`config.mk`:
```
export PLATFORM = sky130hd
export DESIGN_NAME = loopbr_unit
export DESIGN_NICKNAME = d
export VERILOG_FILES = /design/src/rtl/loopbr_pkg.sv /design/src/rtl/loopbr_cond.sv /design/src/rtl/loopbr_target.sv /design/src/rtl/loopbr_stage.sv /design/src/rtl/loopbr_unit.sv
export SDC_FILE = /design/constraint.sdc
export NUM_CORES = 1
export LEC_CHECK = 0
export BUFFER_PORTS_ARGS = -buffer_cell sky130_fd_sc_hd__buf_2
export CAP_MARGIN = 20
export CORE_ASPECT_RATIO = 0.6
export CORE_MARGIN = 2
export CORE_UTILIZATION = 56
export CTS_BUF_LIST = sky130_fd_sc_hd__clkbuf_16
export DETAILED_ROUTE_END_ITERATION = 8
export PLACE_DENSITY = 0.86
export SLEW_MARGIN = 20
export SYNTH_ARGS = -nofsm -noshare
export SYNTH_HDL_FRONTEND = slang
export SYNTH_SLANG_ARGS = --single-unit
```
`constraint.sdc`:
```
create_clock -name clk -period 11.5 [get_ports clk]
set_input_delay 1.15 -clock clk [delete_from_list [all_inputs] [get_ports clk]]
set_output_delay 1.15 -clock clk [all_outputs]
set_load 0.01 [all_outputs]
```
`src/rtl/loopbr_pkg.sv`:
```
package loopbr_pkg;
  localparam int unsigned XLEN_DEF      = 32;
  localparam int unsigned IMM_W_DEF     = 16;
  localparam int unsigned IDX_W_DEF     = 5;
  localparam int unsigned INSN_BYTES    = 4;
  localparam int unsigned OFFSET_SHIFT  = 2;

  typedef enum logic {
    OUTCOME_FALL = 1'b0,
    OUTCOME_LOOP = 1'b1
  } loop_outcome_e;
endpackage

```
`src/rtl/loopbr_cond.sv`:
```
module loopbr_cond #(
  parameter int unsigned XLEN       = 32,
  parameter int unsigned IDX_W      = 5,
  parameter bit          GUARD_ZERO = 1'b1
) (
  input  logic [XLEN-1:0]          rs_val,
  input  logic [IDX_W-1:0]         rs_idx,
  output loopbr_pkg::loop_outcome_e outcome,
  output logic                     wb_en,
  output logic [XLEN-1:0]          wb_data
);
  logic positive;

  // signed value above zero: sign bit clear and some bit set
  assign positive = ~rs_val[XLEN-1] & (|rs_val[XLEN-2:0]);
  assign outcome  = positive ? loopbr_pkg::OUTCOME_LOOP : loopbr_pkg::OUTCOME_FALL;
  assign wb_data  = positive ? (rs_val - XLEN'(1)) : rs_val;

  generate
    if (GUARD_ZERO) begin : g_guard
      assign wb_en = positive & (|rs_idx);
    end else begin : g_noguard
      logic unused_idx;
      assign unused_idx = ^rs_idx;
      assign wb_en = positive & ~(unused_idx & 1'b0);
    end
  endgenerate
endmodule

```
`src/rtl/loopbr_target.sv`:
```
module loopbr_target #(
  parameter int unsigned XLEN  = 32,
  parameter int unsigned IMM_W = 16,
  parameter int unsigned SHIFT = 2,
  parameter int unsigned STEP  = 4
) (
  input  logic [XLEN-1:0]           pc,
  input  logic [IMM_W-1:0]          imm,
  input  loopbr_pkg::loop_outcome_e outcome,
  output logic [XLEN-1:0]           next_pc
);
  localparam int unsigned EXT_W = XLEN - IMM_W;

  logic [XLEN-1:0] seq_pc;
  logic [XLEN-1:0] ext_imm;
  logic [XLEN-1:0] byte_ofs;

  assign seq_pc   = pc + XLEN'(STEP);
  assign ext_imm  = {{EXT_W{imm[IMM_W-1]}}, imm};
  assign byte_ofs = ext_imm << SHIFT;
  assign next_pc  = (outcome == loopbr_pkg::OUTCOME_LOOP) ? (seq_pc + byte_ofs) : seq_pc;
endmodule

```
`src/rtl/loopbr_stage.sv`:
```
module loopbr_stage #(
  parameter int unsigned W = 8
) (
  input  logic         clk,
  input  logic         rst_n,
  input  logic         s_valid,
  output logic         s_ready,
  input  logic [W-1:0] s_data,
  output logic         m_valid,
  input  logic         m_ready,
  output logic [W-1:0] m_data
);
  logic         full_q;
  logic [W-1:0] data_q;

  assign s_ready = ~full_q | m_ready;
  assign m_valid = full_q;
  assign m_data  = data_q;

  always_ff @(posedge clk) begin
    if (!rst_n) begin
      full_q <= 1'b0;
    end else if (s_ready) begin
      full_q <= s_valid;
    end
  end

  always_ff @(posedge clk) begin
    if (s_valid && s_ready) begin
      data_q <= s_data;
    end
  end
endmodule

```
`src/rtl/loopbr_unit.sv`:
```
module loopbr_unit #(
  parameter int unsigned XLEN       = loopbr_pkg::XLEN_DEF,
  parameter int unsigned IMM_W      = loopbr_pkg::IMM_W_DEF,
  parameter int unsigned IDX_W      = loopbr_pkg::IDX_W_DEF,
  parameter bit          GUARD_ZERO = 1'b1
) (
  input  logic             clk,
  input  logic             rst_n,
  input  logic             in_valid,
  output logic             in_ready,
  input  logic [XLEN-1:0]  in_pc,
  input  logic [IDX_W-1:0] in_rs_idx,
  input  logic [XLEN-1:0]  in_rs_val,
  input  logic [IMM_W-1:0] in_imm,
  output logic             out_valid,
  input  logic             out_ready,
  output logic [XLEN-1:0]  out_next_pc,
  output logic             out_taken,
  output logic             out_wb_en,
  output logic [IDX_W-1:0] out_wb_idx,
  output logic [XLEN-1:0]  out_wb_data
);
  localparam int unsigned DATA_W = 2 * XLEN + 2 + IDX_W;

  loopbr_pkg::loop_outcome_e outcome;
  logic                      wb_en_c;
  logic [XLEN-1:0]           wb_data_c;
  logic [XLEN-1:0]           next_pc_c;
  logic [DATA_W-1:0]         pack_in;
  logic [DATA_W-1:0]         pack_out;

  loopbr_cond #(
    .XLEN(XLEN), .IDX_W(IDX_W), .GUARD_ZERO(GUARD_ZERO)
  ) cond_i (
    .rs_val (in_rs_val),
    .rs_idx (in_rs_idx),
    .outcome(outcome),
    .wb_en  (wb_en_c),
    .wb_data(wb_data_c)
  );

  loopbr_target #(
    .XLEN(XLEN), .IMM_W(IMM_W),
    .SHIFT(loopbr_pkg::OFFSET_SHIFT), .STEP(loopbr_pkg::INSN_BYTES)
  ) target_i (
    .pc     (in_pc),
    .imm    (in_imm),
    .outcome(outcome),
    .next_pc(next_pc_c)
  );

  // redirect and write-back travel in one word so they leave in one beat
  assign pack_in = {next_pc_c, (outcome == loopbr_pkg::OUTCOME_LOOP), wb_en_c, in_rs_idx, wb_data_c};

  loopbr_stage #(.W(DATA_W)) stage_i (
    .clk    (clk),
    .rst_n  (rst_n),
    .s_valid(in_valid),
    .s_ready(in_ready),
    .s_data (pack_in),
    .m_valid(out_valid),
    .m_ready(out_ready),
    .m_data (pack_out)
  );

  assign {out_next_pc, out_taken, out_wb_en, out_wb_idx, out_wb_data} = pack_out;
endmodule

```
---- Word level (Yosys, flattened, before mapping) ----
Index checks and enable logic that the tools add are counted.
storage, ports and cells
  bits in registers ....................... 72
  input bits .............................. 89
  output and inout port bits .............. 73
  logic and storage cells ................. 16
operators by class
  $add $sub $neg .......................... 3
  multiplexer cells ....................... 3
  bitwise gates (word level) .............. 5
  reduce and logical (&&, ||, !) cells .... 3
operators with widths
  cell                     number
  $mux W32                 2
  $add A32 B3 Y32 const B  1
  $add A32 B32 Y32         1
  $sub A32 B1 Y32 const B  1
  $reduce_or A31 Y1        1
  $reduce_or A5 Y1         1
  $and A1 B1 Y1            2
  $not A1 Y1               2
  $logic_and A1 B1 Y1      1
  $mux W1                  1
  $or A1 B1 Y1             1

---- Depth between registers and ports, before layout ----
Gate-level depths: netlist (run 1).
  depth after elaboration ................. 4
  gate-level depth with buffers ........... 16
  depth with buffers taken out ............ 16

---- By module ----
From an unflattened synthesis (run 1), not the netlist that was laid out.
second synthesis, totals
  cell total of the unflattened synthesis .. 559
  area, all modules ....................... 5445.2 um^2
by module, submodules not included
  module         instances  cells an instance  area an instance (um^2)  seq. area each (um^2)
  loopbr_target  1          374                2489.9                   0.0
  loopbr_stage   1          76                 2189.6                   2152.1
  loopbr_cond    1          109                765.7                    0.0

---- Worst setup path before layout (run 1) ----
No wires, ideal clock.
  path type ............................... input port to flip-flop
  start point ............................. input port in_pc[5]
  end point ............................... register stage_i.data_q[70], in the netlist stage_i.m_data[70], data pin
  setup time .............................. 0.260 ns
  arrival ................................. 4.476 ns
  data required time ...................... 11.240 ns
  setup slack ............................. 6.763 ns
  cell stages on the path ................. 16
  buffers on the path ..................... 0
  cells stage by stage .................... and3_1 > and3_1 > nand4_1 > inv_1 > and3_1 > xor2_1 > ha_1 > and3_1 > a221o_1 > a22o_1 > a21o_1 > o41ai_4 > o2111ai_1 > a211o_1 > nand4b_1 > nor4_2
between the ends
  longest elaborated chain between the ends .. 3
RTL lines
  what                  line                 source
  start, declared       loopbr_unit.sv:11    input logic [XLEN-1:0] in_pc,
  $add A32 B3 Y32 (*)   loopbr_target.sv:18  assign seq_pc = pc + XLEN'(STEP);
  $add A32 B32 Y32      loopbr_target.sv:21  assign next_pc = (outcome == loopbr_pkg::OUTCOME_LOOP) ? (seq_pc + byte_ofs) : seq_pc;
  $mux W32 (*)          loopbr_target.sv:21
  via next_pc_c[31]     loopbr_unit.sv:28    logic [XLEN-1:0] next_pc_c;
  end signal, assigned  loopbr_stage.sv:30   data_q <= s_data;
  end, declared         loopbr_stage.sv:14   logic [W-1:0] data_q;
Mark *: on every way through the listed nets, which the timed path passes. The rest lies on a longest branch.
A chain may end at the register's enable or synchronous reset.

---- Worst setup path after layout (run 1) ----
  start point ............................. input port in_pc[4]
  end point ............................... register stage_i.data_q[70], in the netlist stage_i.m_data[70], data pin
The elaborated chain is that of the path after synthesis.

==> results by group, run 1 <==
Clock network
  – Htree depth: 3
  – Later-pin clock latency in the skew report: 0.33 ns
  – CTS tree: done
  – Clk buf depth: 2
  – Worst-path clk slew: 0.06 ns
  – CTS root buf: clkbuf_16
  – Post-CTS Setup Bufs: 0
  – Cts hold-fix bufs: 0
  – Post-CTS resize count: 0
  – CTS buffer count: 9
  – # clock sinks: 72

Drt
  – Starting DRT DRC Count: 314
  – WL/cell: 16.7 µm
  – Routed Antenna Nets: 0
  – DR DRC count: 0
  – TritonRoute pass-1 iters: 5
  – Avg Vias per Cell: 5.86
  – Vias: 4749
  – DRT Wirelength: 13.5 mm

Synth
  – Most common cell in the netlist: edfxtp_1
  – Count of cell types in the netlist: 58
  – Adder-Cell Fraction of Synth Area: 9.77%
  – Post-Synthesis Cell Area: 5200 µm²
  – Synth Area in Compound Gates: 13.4%
  – Net count after synthesis: 651
  – Cell count after synthesis: 522
  – Main synth FF type: edfxtp_1
  – Post-synth top area cell: edfxtp_1
  – Post-synth EDFFs: 71
  – Share of the synthesized area in the top cell type: 41.0%
  – Main combinational cell family by area after synthesis: simple AND/OR/NAND/NOR gates
  – Register area share after synthesis: 41.4%
  – Number of synthesized register bits: 72
  – Xor and xnor fraction of the mapped netlist area: 14.0%
  – Async SR Flop Fraction: 0%
  – Ranking of synthesized cells by area: edfxtp_1 41%, ha_1 9.4%, xor2_1 7.7%
  – YS warnings: 0
  – Mux share of post-synthesis cell area: 0.650%
  – Synth Area in Simple Gates: 18.9%
  – Top post-synthesis cells by count: 71 x edfxtp_1, 66 x nor2_1, 52 x a21oi_1
  – Syn avg cell area: 9.96 µm²

Placed design
  – Port Buffers: 161
  – DP HPWL: 9.99 mm
  – Dpl cells: 794
  – GPL Wtd Cong: 0.891

Timing
  – Final Skew: 0.00477 ns
  – Unrepaired setup endpoints after global routing: no
  – Slew Limit Fails: 0
  – Final period util: 44.3%
  – Fmax: 0.196 GHz
  – Relative max-transition margin: 38.0%
  – Final hold vios: 0
  – Final worst path period need: 5.09 ns
  – # setup viols final: 0
  – Setup_tns: 0 ns
  – Slew @ Worst Pin: 0.930 ns

Pwr
  – Lkg Pwr: 2.84 nW
  – Power density over cell area: 129 nW/µm²
  – Maximum VDD drop: 0.0709 mV

Worst hold path
  – Hold WC Path Type: flop to flop
  – Hold Path Sink: stage_i.m_valid
  – Worst hold stages: 2
  – Hold path startpoint: stage_i.m_valid

Worst setup path
  – CP Data Arrival Time: 5.18 ns
  – Startpoint Class: input port
  – Worst EP required: 11.59 ns
  – R2R Path End: stage_i.m_data[45]
  – Worst reg2reg path startpoint: stage_i.m_valid
  – Critical path fanouts, max: 6
  – R2r setup slk: 9.83 ns
  – Reg2Reg Depth: 3
  – Crit Path Class: input port to flop
  – Crit end category: flop

Cells and area
  – Non-filler instance count after layout: 810
  – N_diodes: 0
  – Share of cells above drive strength 1: 26.9%
  – Nets: 818
  – Area growth syn-to-layout: 24.7%

Die
  – Cell Rows: 27
  – Ports: 162
  – Core area: 9090 µm²
  – Initial core utilization: 57.2%
  – Die W: 128 µm
  – Die area: 10100 µm²
  – Die Ht: 78.7 µm

Run
  – Max-cap viol count: 0

Global route
  – Largest net degree at the start of global routing: 72
  – Vias in the first global route: 4361
  – First-pass GRT wire length: 20.9 mm
  – Initial antenna violation count: 0
  – Total grt overflow: 0
  – Gr usage total: 26.5%

Run status
  – Outcome: finished, final reports clean
state kept, by name (all words and copies together), names as in the netlist:
name,cells
stage_i.m_valid,1
stage_i.m_data,71
worst max-delay path, cell delays in order:
cell and delay, ns:
buf_2 0.12, and3_1 0.20, and3_1 0.23, nand4_1 0.32, inv_1 0.20, and3_1 0.19, xor2_1 0.25, ha_1 0.34
and3_1 0.20, a221o_1 0.33, a22o_1 0.23, a21o_1 0.21, o41ai_4 0.44, o2111ai_1 0.29, a211o_1 0.31, nand4b_1 0.11
nor4_2 0.06
where the power goes:
| group | internal, W | switching (W) |
|---|---|---|
| Combinational | 0.0000807 | 0.000113 |
| Clock | 0.000212 | 0.000110 |
| Sequential | 0.000315 | 0.00000506 |
cell usage in the layout, fill, tap and decap left out, types with 4 or more instances in the layout:
master,n
nor4_1,4
and3_1,16
nand3_1,27
or3_1,4
nor3_1,17
clkbuf_16,9
a21o_1,13
o21ai_0,8
nor2_1,66
buf_2,161
a21oi_1,52
inv_1,17
xor2_1,46
or4_1,5
xnor2_1,37
nand4_1,4
nand2_1,26
edfxtp_1,71
ha_1,39
per-stage QoR:
stage	hold WS (ns)	power, W	instance area (µm²)	utilization [%]	worst slack, ns
2_1_floorplan	0.610	0.000448	5200	-	6.76
3_3_place_gp	0.495	0.000509	6140	67.6	6.24
3_5_place_dp	0.518	0.000515	6140	67.6	6.13
4_1_cts	0.527	0.000839	6480	71.3	6.47
5_1_grt	0.549	0.000872	6480	71.3	6.16
6_report	0.527	0.000837	6480	71.3	6.41
per-layer routing:
metal / part of all wire (%) / vias up / track usage (%) / wire (µm)
met4: 1.3 / 0 / 7.69 / 171
met5: 0 / - / 0 / 0
li1: - / 2270 / - / -
met1: 44 / 2202 / 35.0 / 5990
met3: 8.2 / 19 / 5.73 / 1100
met2: 46 / 258 / 43.9 / 6240
how the worst max path moves through the flow:
stage | cells past startpoint | start | to
4_1_cts | 17 | in_pc[4] | stage_i.m_data[70]
5_1_grt | 17 | in_pc[4] | stage_i.m_data[70]
3_5_place_dp | 17 | in_pc[4] | stage_i.m_data[70]
3_3_place_gp | 17 | in_pc[4] | stage_i.m_data[70]
2_1_floorplan | 16 | in_pc[5] | stage_i.m_data[70]
6_report | 17 | in_pc[4] | stage_i.m_data[70]
cell families (layout without fill, tap and decap cells):
kind of cell	count (synthesis)	count (layout)
simple gates	193	193
mux	3	3
compound gates	108	108
flops	72	72
xor+xnor	83	83
fa+ha+maj	40	40
buf+inv	23	195
cell type report:
class                           count  area (µm²)
Tap cell                          116         145
Clock buffer                        9         225
Sequential cell                    72        2150
Inverter                           16        60.1
Fill cell                         659        2600
Timing Repair Buffer              163         821
Multi-Input combinational cell    427        2960
Clock inverter                      7         119
(Power assumes the default switching activity.)
==> run 2, diff against run 1 <==
Settings changed: CORE_UTILIZATION 56 to 47, PLACE_DENSITY 0.86 to 0.77.
Clock period 11.5 ns to 4.4 ns, I/O delays scaled along.
==> results by group, run 2 (synthesis gave the netlist of run 1 again) <==
Cells and area
  – Flip-flop count of the largest register after layout: 71 (unchanged)
  – Area growth syn-to-layout: 24.3% (was 24.7%)
  – Final core utilization: 60.6% (was 71.3%)
  – Share of cells above drive strength 1: 27.3% (was 26.9%)
  – Most common cell after layout, fill and taps aside: buf_2 (unchanged)
  – Commonest non-fill, non-tap cells in the layout: 161 x buf_2, 71 x edfxtp_1, 66 x nor2_1 (unchanged)
  – Non-filler instance count after layout: 836 (was 810)
  – FF/Latch Area: 2150 µm² (unchanged)
  – N_diodes: 0 (unchanged)
  – Nets: 821 (was 818)
  – Fillers: 909 (was 659)
  – Area occupied by multi-input gates: 2960 µm² (unchanged)

Placed design
  – Dpl cells: 820 (was 794)
  – GPL Wtd Cong: 0.864 (was 0.891)
  – DP HPWL: 10.8 mm (was 9.99 mm)
  – Pre-CTS setup slack: -0.118 ns (was 6.13 ns)
  – Port Buffers: 161 (unchanged)

Worst setup path
  – Critical path's slowest cell: o41ai_4 (unchanged)
  – Startpoint Class: input port (unchanged)
  – Worst reg2reg path startpoint: stage_i.m_valid (unchanged)
  – Most common cell on crit path: and3_1 (unchanged)
  – R2r setup slk: 2.44 ns (was 9.83 ns)
  – Critical path fanouts, max: 6 (unchanged)
  – CP Data Arrival Time: 4.25 ns (was 5.18 ns)
  – R2R Path End: stage_i.m_data[30] (was stage_i.m_data[45])
  – Delay of the slowest critical-path stage: 0.38 ns (was 0.44 ns)
  – Worst setup path startpoint: in_pc[4] (unchanged)
  – Worst EP required: 4.49 ns (was 11.59 ns)
  – Crit Path Class: input port to flop (unchanged)
  – Worst path cell trace: buf_2 > and3_1 > and3_1 > nand4_1 > inv_1 > and3_1 > xor2_1 > ha_1 > and3_1 > a221o_1 > a22o_1 > a21o_1 > o41ai_4 > o2111ai_1 > a211o_1 > nand4b_1 > nor4_2 (unchanged)
  – Reg2Reg Depth: 3 (unchanged)
  – Worst setup endpoint: stage_i.m_data[70] (unchanged)
  – Crit end category: flop (unchanged)

Timing
  – # setup viols final: 0 (unchanged)
  – Slew Limit Fails: 0 (unchanged)
  – Final hold vios: 0 (unchanged)
  – Final worst path period need: 4.16 ns
  – PnR worst setup slack: 0.237 ns (was 6.41 ns)
  – Final period util: 94.6%
  – Unrepaired setup endpoints after global routing: no (unchanged)
  – Relative max-transition margin: 37.5% (was 38.0%)
  – Slew @ Worst Pin: 0.937 ns (was 0.930 ns)
  – Fmax: 0.240 GHz
  – Final Skew: 0.00483 ns (was 0.00477 ns)

Drt
  – WL/cell: 17.0 µm (was 16.7 µm)
  – Starting DRT DRC Count: 348 (was 314)
  – DR DRC count: 0 (unchanged)
  – Avg Vias per Cell: 5.64 (was 5.86)
  – TritonRoute pass-1 iters: 5 (unchanged)
  – DRT Wirelength: 14.2 mm (was 13.5 mm)
  – Routed Antenna Nets: 0 (unchanged)
  – Vias: 4719 (was 4749)

Die
  – Cell Rows: 29 (was 27)
  – Ports: 162 (unchanged)
  – Core area: 10700 µm² (was 9090 µm²)
  – Initial core utilization: 48.8% (was 57.2%)
  – Die Ht: 85.5 µm (was 78.7 µm)
  – Die W: 140 µm (was 128 µm)
  – Die area: 12000 µm² (was 10100 µm²)

Global route
  – Gr usage total: 23.5% (was 26.5%)
  – First-pass GRT wire length: 22.1 mm (was 20.9 mm)
  – Largest net degree at the start of global routing: 51 (was 72)
  – Initial antenna violation count: 0 (unchanged)
  – Total grt overflow: 0 (unchanged)
  – Vias in the first global route: 4567 (was 4361)

Clock network
  – Post-CTS resize count: 0 (unchanged)
  – Htree depth: 3 (unchanged)
  – Cts hold-fix bufs: 0 (unchanged)
  – Worst-path clk slew: 0.06 ns (about the same)
  – CTS tree: done (unchanged)
  – Later-pin clock latency in the skew report: 0.34 ns (was 0.33 ns)
  – Clk buf depth: 2 (unchanged)
  – # clock sinks: 72 (unchanged)
  – CTS root buf: clkbuf_16 (unchanged)
  – Post-CTS Setup Bufs: 0 (unchanged)
  – CTS buffer count: 9 (unchanged)

Run status
  – Outcome: finished, final reports clean (unchanged)

Pwr
  – Lkg Pwr: 2.81 nW (was 2.84 nW)
  – Total power: 0.00204 W (was 0.000837 W)
  – Maximum VDD drop: 0.199 mV (was 0.0709 mV)
  – Power density over cell area: 315 nW/µm² (was 129 nW/µm²)

Worst hold path
  – Hold WC Path Type: input port to flop (was flop to flop)

Run
  – Max-cap viol count: 0 (unchanged)
==> run 2: cell types whose count changed in the layout (fill, tap and decap cells not counted), sizes merged <==
cell / delta
buf: +3
bufinv: -3
clkinvlp: +2
clkinv: +1
==> run 2: layer usage <==
| metal | vias to the layer above | GRT usage (%) | share of wire [%] |
|---|---|---|---|
| met2 | 237 | 37.3 | 45 |
| met5 | - | 0 | 0 |
| met4 | 0 | 7.00 | 1.3 |
| met1 | 2187 | 31.5 | 44 |
| li1 | 2273 | - | - |
| met3 | 22 | 7.00 | 9.5 |
==> run 2: critical path: cells and delay by family <==
| kind | cells | cell delay [ns] |
|---|---|---|
| AOI/OAI and AO/OA | 6 | 1.75 |
| and+or+nand+nor | 7 | 1.26 |
| adders and majority gates | 1 | 0.33 |
| buffers and inverters | 2 | 0.28 |
| xor gates and xnor gates | 1 | 0.19 |
==> run 2: cell type report <==
class / instances / share of cell area, %
inverters: 16 / 0.929
clock inverters: 7 / 0.755
well taps: 139 / 2.69
clock buffers: 9 / 3.48
repair buffers: 166 / 13.0
multi-input cells: 427 / 45.8
flip-flops and latches: 72 / 33.3
==> run 2: report_power, final <==
part	internal, W	switching (W)
registers	0.000824	0.0000140
logic	0.000212	0.000299
clock network	0.000382	0.000307
==> run 2: stage by stage <==
stage,hold slack [ns],instance area (µm²),TNS [ns]
2_1_floorplan,0.539,5200,0
3_3_place_gp,0.495,6190,0
3_5_place_dp,0.518,6190,-0.149
4_1_cts,0.266,6460,0
5_1_grt,0.267,6460,0
6_report,0.278,6460,0
==> run 2: worst min-delay path by stage <==
stage,startpoint,endpoint,slack (ns),cells past startpoint
5_1_grt,in_pc[0],stage_i.m_data[39],0.27,1
3_3_place_gp,stage_i.m_valid,stage_i.m_valid,0.50,2
3_5_place_dp,stage_i.m_valid,stage_i.m_valid,0.52,2
6_report,in_pc[0],stage_i.m_data[39],0.28,1
2_1_floorplan,in_rs_idx[0],stage_i.m_data[32],0.54,0
4_1_cts,in_pc[0],stage_i.m_data[39],0.27,1
==> run 3, diff against run 2 <==
Settings changed: CORE_UTILIZATION 47 to 35, PLACE_DENSITY 0.77 to unset.
==> results by group, run 3 (synthesis gave the netlist of run 1 again) <==
Worst setup path
  – Worst EP required: 4.49 ns (about the same)
  – Worst path cell trace: buf_2 > and3_1 > and3_1 > nand3_1 > nor2_1 > xor2_1 > ha_1 > a21o_1 > a221o_1 > a22o_1 > a21o_1 > o41ai_4 > o2111ai_1 > a211o_1 > nand4b_1 > nor4_2 (was buf_2 > and3_1 > and3_1 > nand4_1 > inv_1 > and3_1 > xor2_1 > ha_1 > and3_1 > a221o_1 > a22o_1 > a21o_1 > o41ai_4 > o2111ai_1 > a211o_1 > nand4b_1 > nor4_2)
  – Startpoint Class: input port (unchanged)
  – Worst reg2reg path startpoint: stage_i.m_valid (unchanged)
  – Critical path fanouts, max: 5 (was 6)
  – Delay of the slowest critical-path stage: 0.39 ns (was 0.38 ns)
  – Crit end category: flop (unchanged)
  – Worst setup path startpoint: in_pc[4] (unchanged)
  – Crit Path Class: input port to flop (unchanged)
  – CP Data Arrival Time: 4.12 ns (was 4.25 ns)
  – Critical path's slowest cell: o41ai_4 (unchanged)

Clock network
  – Post-CTS Setup Bufs: 0 (unchanged)
  – CTS tree: done (unchanged)
  – CTS buffer count: 9 (unchanged)
  – # clock sinks: 72 (unchanged)
  – Post-CTS resize count: 0 (unchanged)
  – Later-pin clock latency in the skew report: 0.33 ns (was 0.34 ns)
  – CTS root buf: clkbuf_16 (unchanged)
  – Clk buf depth: 2 (unchanged)
  – Cts hold-fix bufs: 0 (unchanged)
  – Worst-path clk slew: 0.06 ns (about the same)
  – Htree depth: 3 (unchanged)

Die
  – Initial core utilization: 35.9% (was 48.8%)
  – Cell Rows: 34 (was 29)
  – Die Ht: 98.4 µm (was 85.5 µm)
  – Core area: 14500 µm² (was 10700 µm²)
  – Ports: 162 (unchanged)
  – Die W: 161 µm (was 140 µm)
  – Die area: 15900 µm² (was 12000 µm²)

Cells and area
  – N_diodes: 0 (unchanged)
  – Non-filler instance count after layout: 897 (was 836)
  – Final Cell Area: 6630 µm² (was 6460 µm²)
  – Most common cell after layout, fill and taps aside: buf_2 (unchanged)
  – Commonest non-fill, non-tap cells in the layout: 161 x buf_2, 71 x edfxtp_1, 66 x nor2_1 (unchanged)
  – Nets: 823 (was 821)
  – Fillers: 1404 (was 909)
  – Area growth syn-to-layout: 27.4% (was 24.3%)
  – Share of cells above drive strength 1: 27.5% (was 27.3%)
  – Flip-flop count of the largest register after layout: 71 (unchanged)

Drt
  – TritonRoute pass-1 iters: 5 (unchanged)
  – DRT Wirelength: 13.8 mm (was 14.2 mm)
  – Avg Vias per Cell: 5.12 (was 5.64)
  – DR DRC count: 0 (unchanged)
  – Starting DRT DRC Count: 296 (was 348)
  – Vias: 4592 (was 4719)
  – Routed Antenna Nets: 0 (unchanged)
  – WL/cell: 15.4 µm (was 17.0 µm)

Timing
  – Slew @ Worst Pin: 0.947 ns (was 0.937 ns)
  – Final hold vios: 0 (unchanged)
  – Fmax: 0.248 GHz (was 0.240 GHz)
  – Final worst path period need: 4.03 ns (was 4.16 ns)
  – Unrepaired setup endpoints after global routing: no (unchanged)
  – Setup_tns: 0 ns (unchanged)
  – Final period util: 91.6% (was 94.6%)
  – # setup viols final: 0 (unchanged)
  – Final Skew: 0.00308 ns (was 0.00483 ns)
  – Final hold slack: 0.282 ns (was 0.278 ns)
  – Relative max-transition margin: 36.8% (was 37.5%)
  – Slew Limit Fails: 0 (unchanged)

Placed design
  – Port Buffers: 161 (unchanged)
  – Area post-placement: 6280 µm² (was 6190 µm²)
  – GPL Wtd Cong: 0.950 (was 0.864)
  – Dpl cells: 881 (was 820)
  – DP HPWL: 10.6 mm (was 10.8 mm)

Pwr
  – Sw frac: 27.7% (was 30.4%)
  – Comb pwr share: 22.9% (was 25.1%)
  – Pint: 0.00159 W (was 0.00142 W)
  – Sw power: 0.000610 W (was 0.000620 W)
  – Clock power frac: 39.1% (was 33.8%)
  – Power density over cell area: 333 nW/µm² (was 315 nW/µm²)
  – Lkg Pwr: 2.86 nW (was 2.81 nW)
  – Seq pwr share: 38.0% (was 41.1%)
  – Total power: 0.00220 W (was 0.00204 W)
  – Maximum VDD drop: 0.195 mV (was 0.199 mV)

Global route
  – Initial antenna violation count: 0 (unchanged)
  – First-pass GRT wire length: 22.2 mm (was 22.1 mm)
  – Gr usage total: 17.6% (was 23.5%)
  – Vias in the first global route: 4393 (was 4567)
  – Largest net degree at the start of global routing: 72 (was 51)
  – Total grt overflow: 0 (unchanged)

Worst hold path
  – Hold path startpoint: in_pc[1] (was in_pc[0])
  – Hold WC Path Type: input port to flop (unchanged)

Run status
  – Outcome: finished, final reports clean (unchanged)

Run
  – Max-cap viol count: 0 (unchanged)
[run 3: changes by cell type in the layout (fill, tap and decap cells not counted)]
cell,previous run,this run
inv_6,1,2
buf_4,5,7
clkinv_2,1,0
bufinv_16,0,3
clkinvlp_4,3,1
and2_2,1,0
and2_4,0,1
clkinv_4,1,0
[run 3: cell type report]
type	instances	area, µm²	area share, %
timing repair buffer	168	858	13.0
inverter	16	60.1	0.907
clock buffer	9	225	3.40
multi-input combinational	427	2960	44.7
clock inverter	7	119	1.79
sequential	72	2150	32.5
tap	198	248	3.74
[run 3: power by group through the flow]
stage,logic [W],registers [W],clock network (W)
2_1_floorplan,0.000288,0.000882,0
3_3_place_gp,0.000495,0.000850,0
3_5_place_dp,0.000499,0.000853,0
4_1_cts,0.000504,0.000839,0.000883
5_1_grt,0.000563,0.000843,0.000912
6_report,0.000504,0.000838,0.000862
[run 3: per-stage QoR]
step | utilization, % | setup slack (ns)
finish | 45.7 | 0.369
global route | 45.7 | 0.120
CTS | 45.7 | 0.402
detailed placement | 43.3 | 0.0482
global placement | 43.3 | 0.171
floorplan | - | 0.373
[run 3: critical path: cells and delay by family]
family | cells | cell delay, ns
AOI/OAI and AO/OA | 7 | 1.98
xor gates and xnor gates | 1 | 0.21
adders and majority gates | 1 | 0.32
and+or+nand+nor | 6 | 1.04
buffers and inverters | 1 | 0.12
[run 3: final timing paths]
check                            end  slack, ns  cells past startpoint
setup / recovery  stage_i.m_data[70]       0.37                     16
hold / removal    stage_i.m_data[40]       0.28                      1
setup reg to reg  stage_i.m_data[48]       2.79                      2
hold reg to reg      stage_i.m_valid       0.55                      2
[run 3: metal layers]
metal / global-route usage (%) / part of all wire, % / vias to the layer above
met3: 4.63 / 7.4 / 13
li1: - / - / 2275
met2: 27.0 / 42 / 173
met1: 25.1 / 50 / 2131
met5: 0 / 0 / -
met4: 3.57 / 1.0 / 0
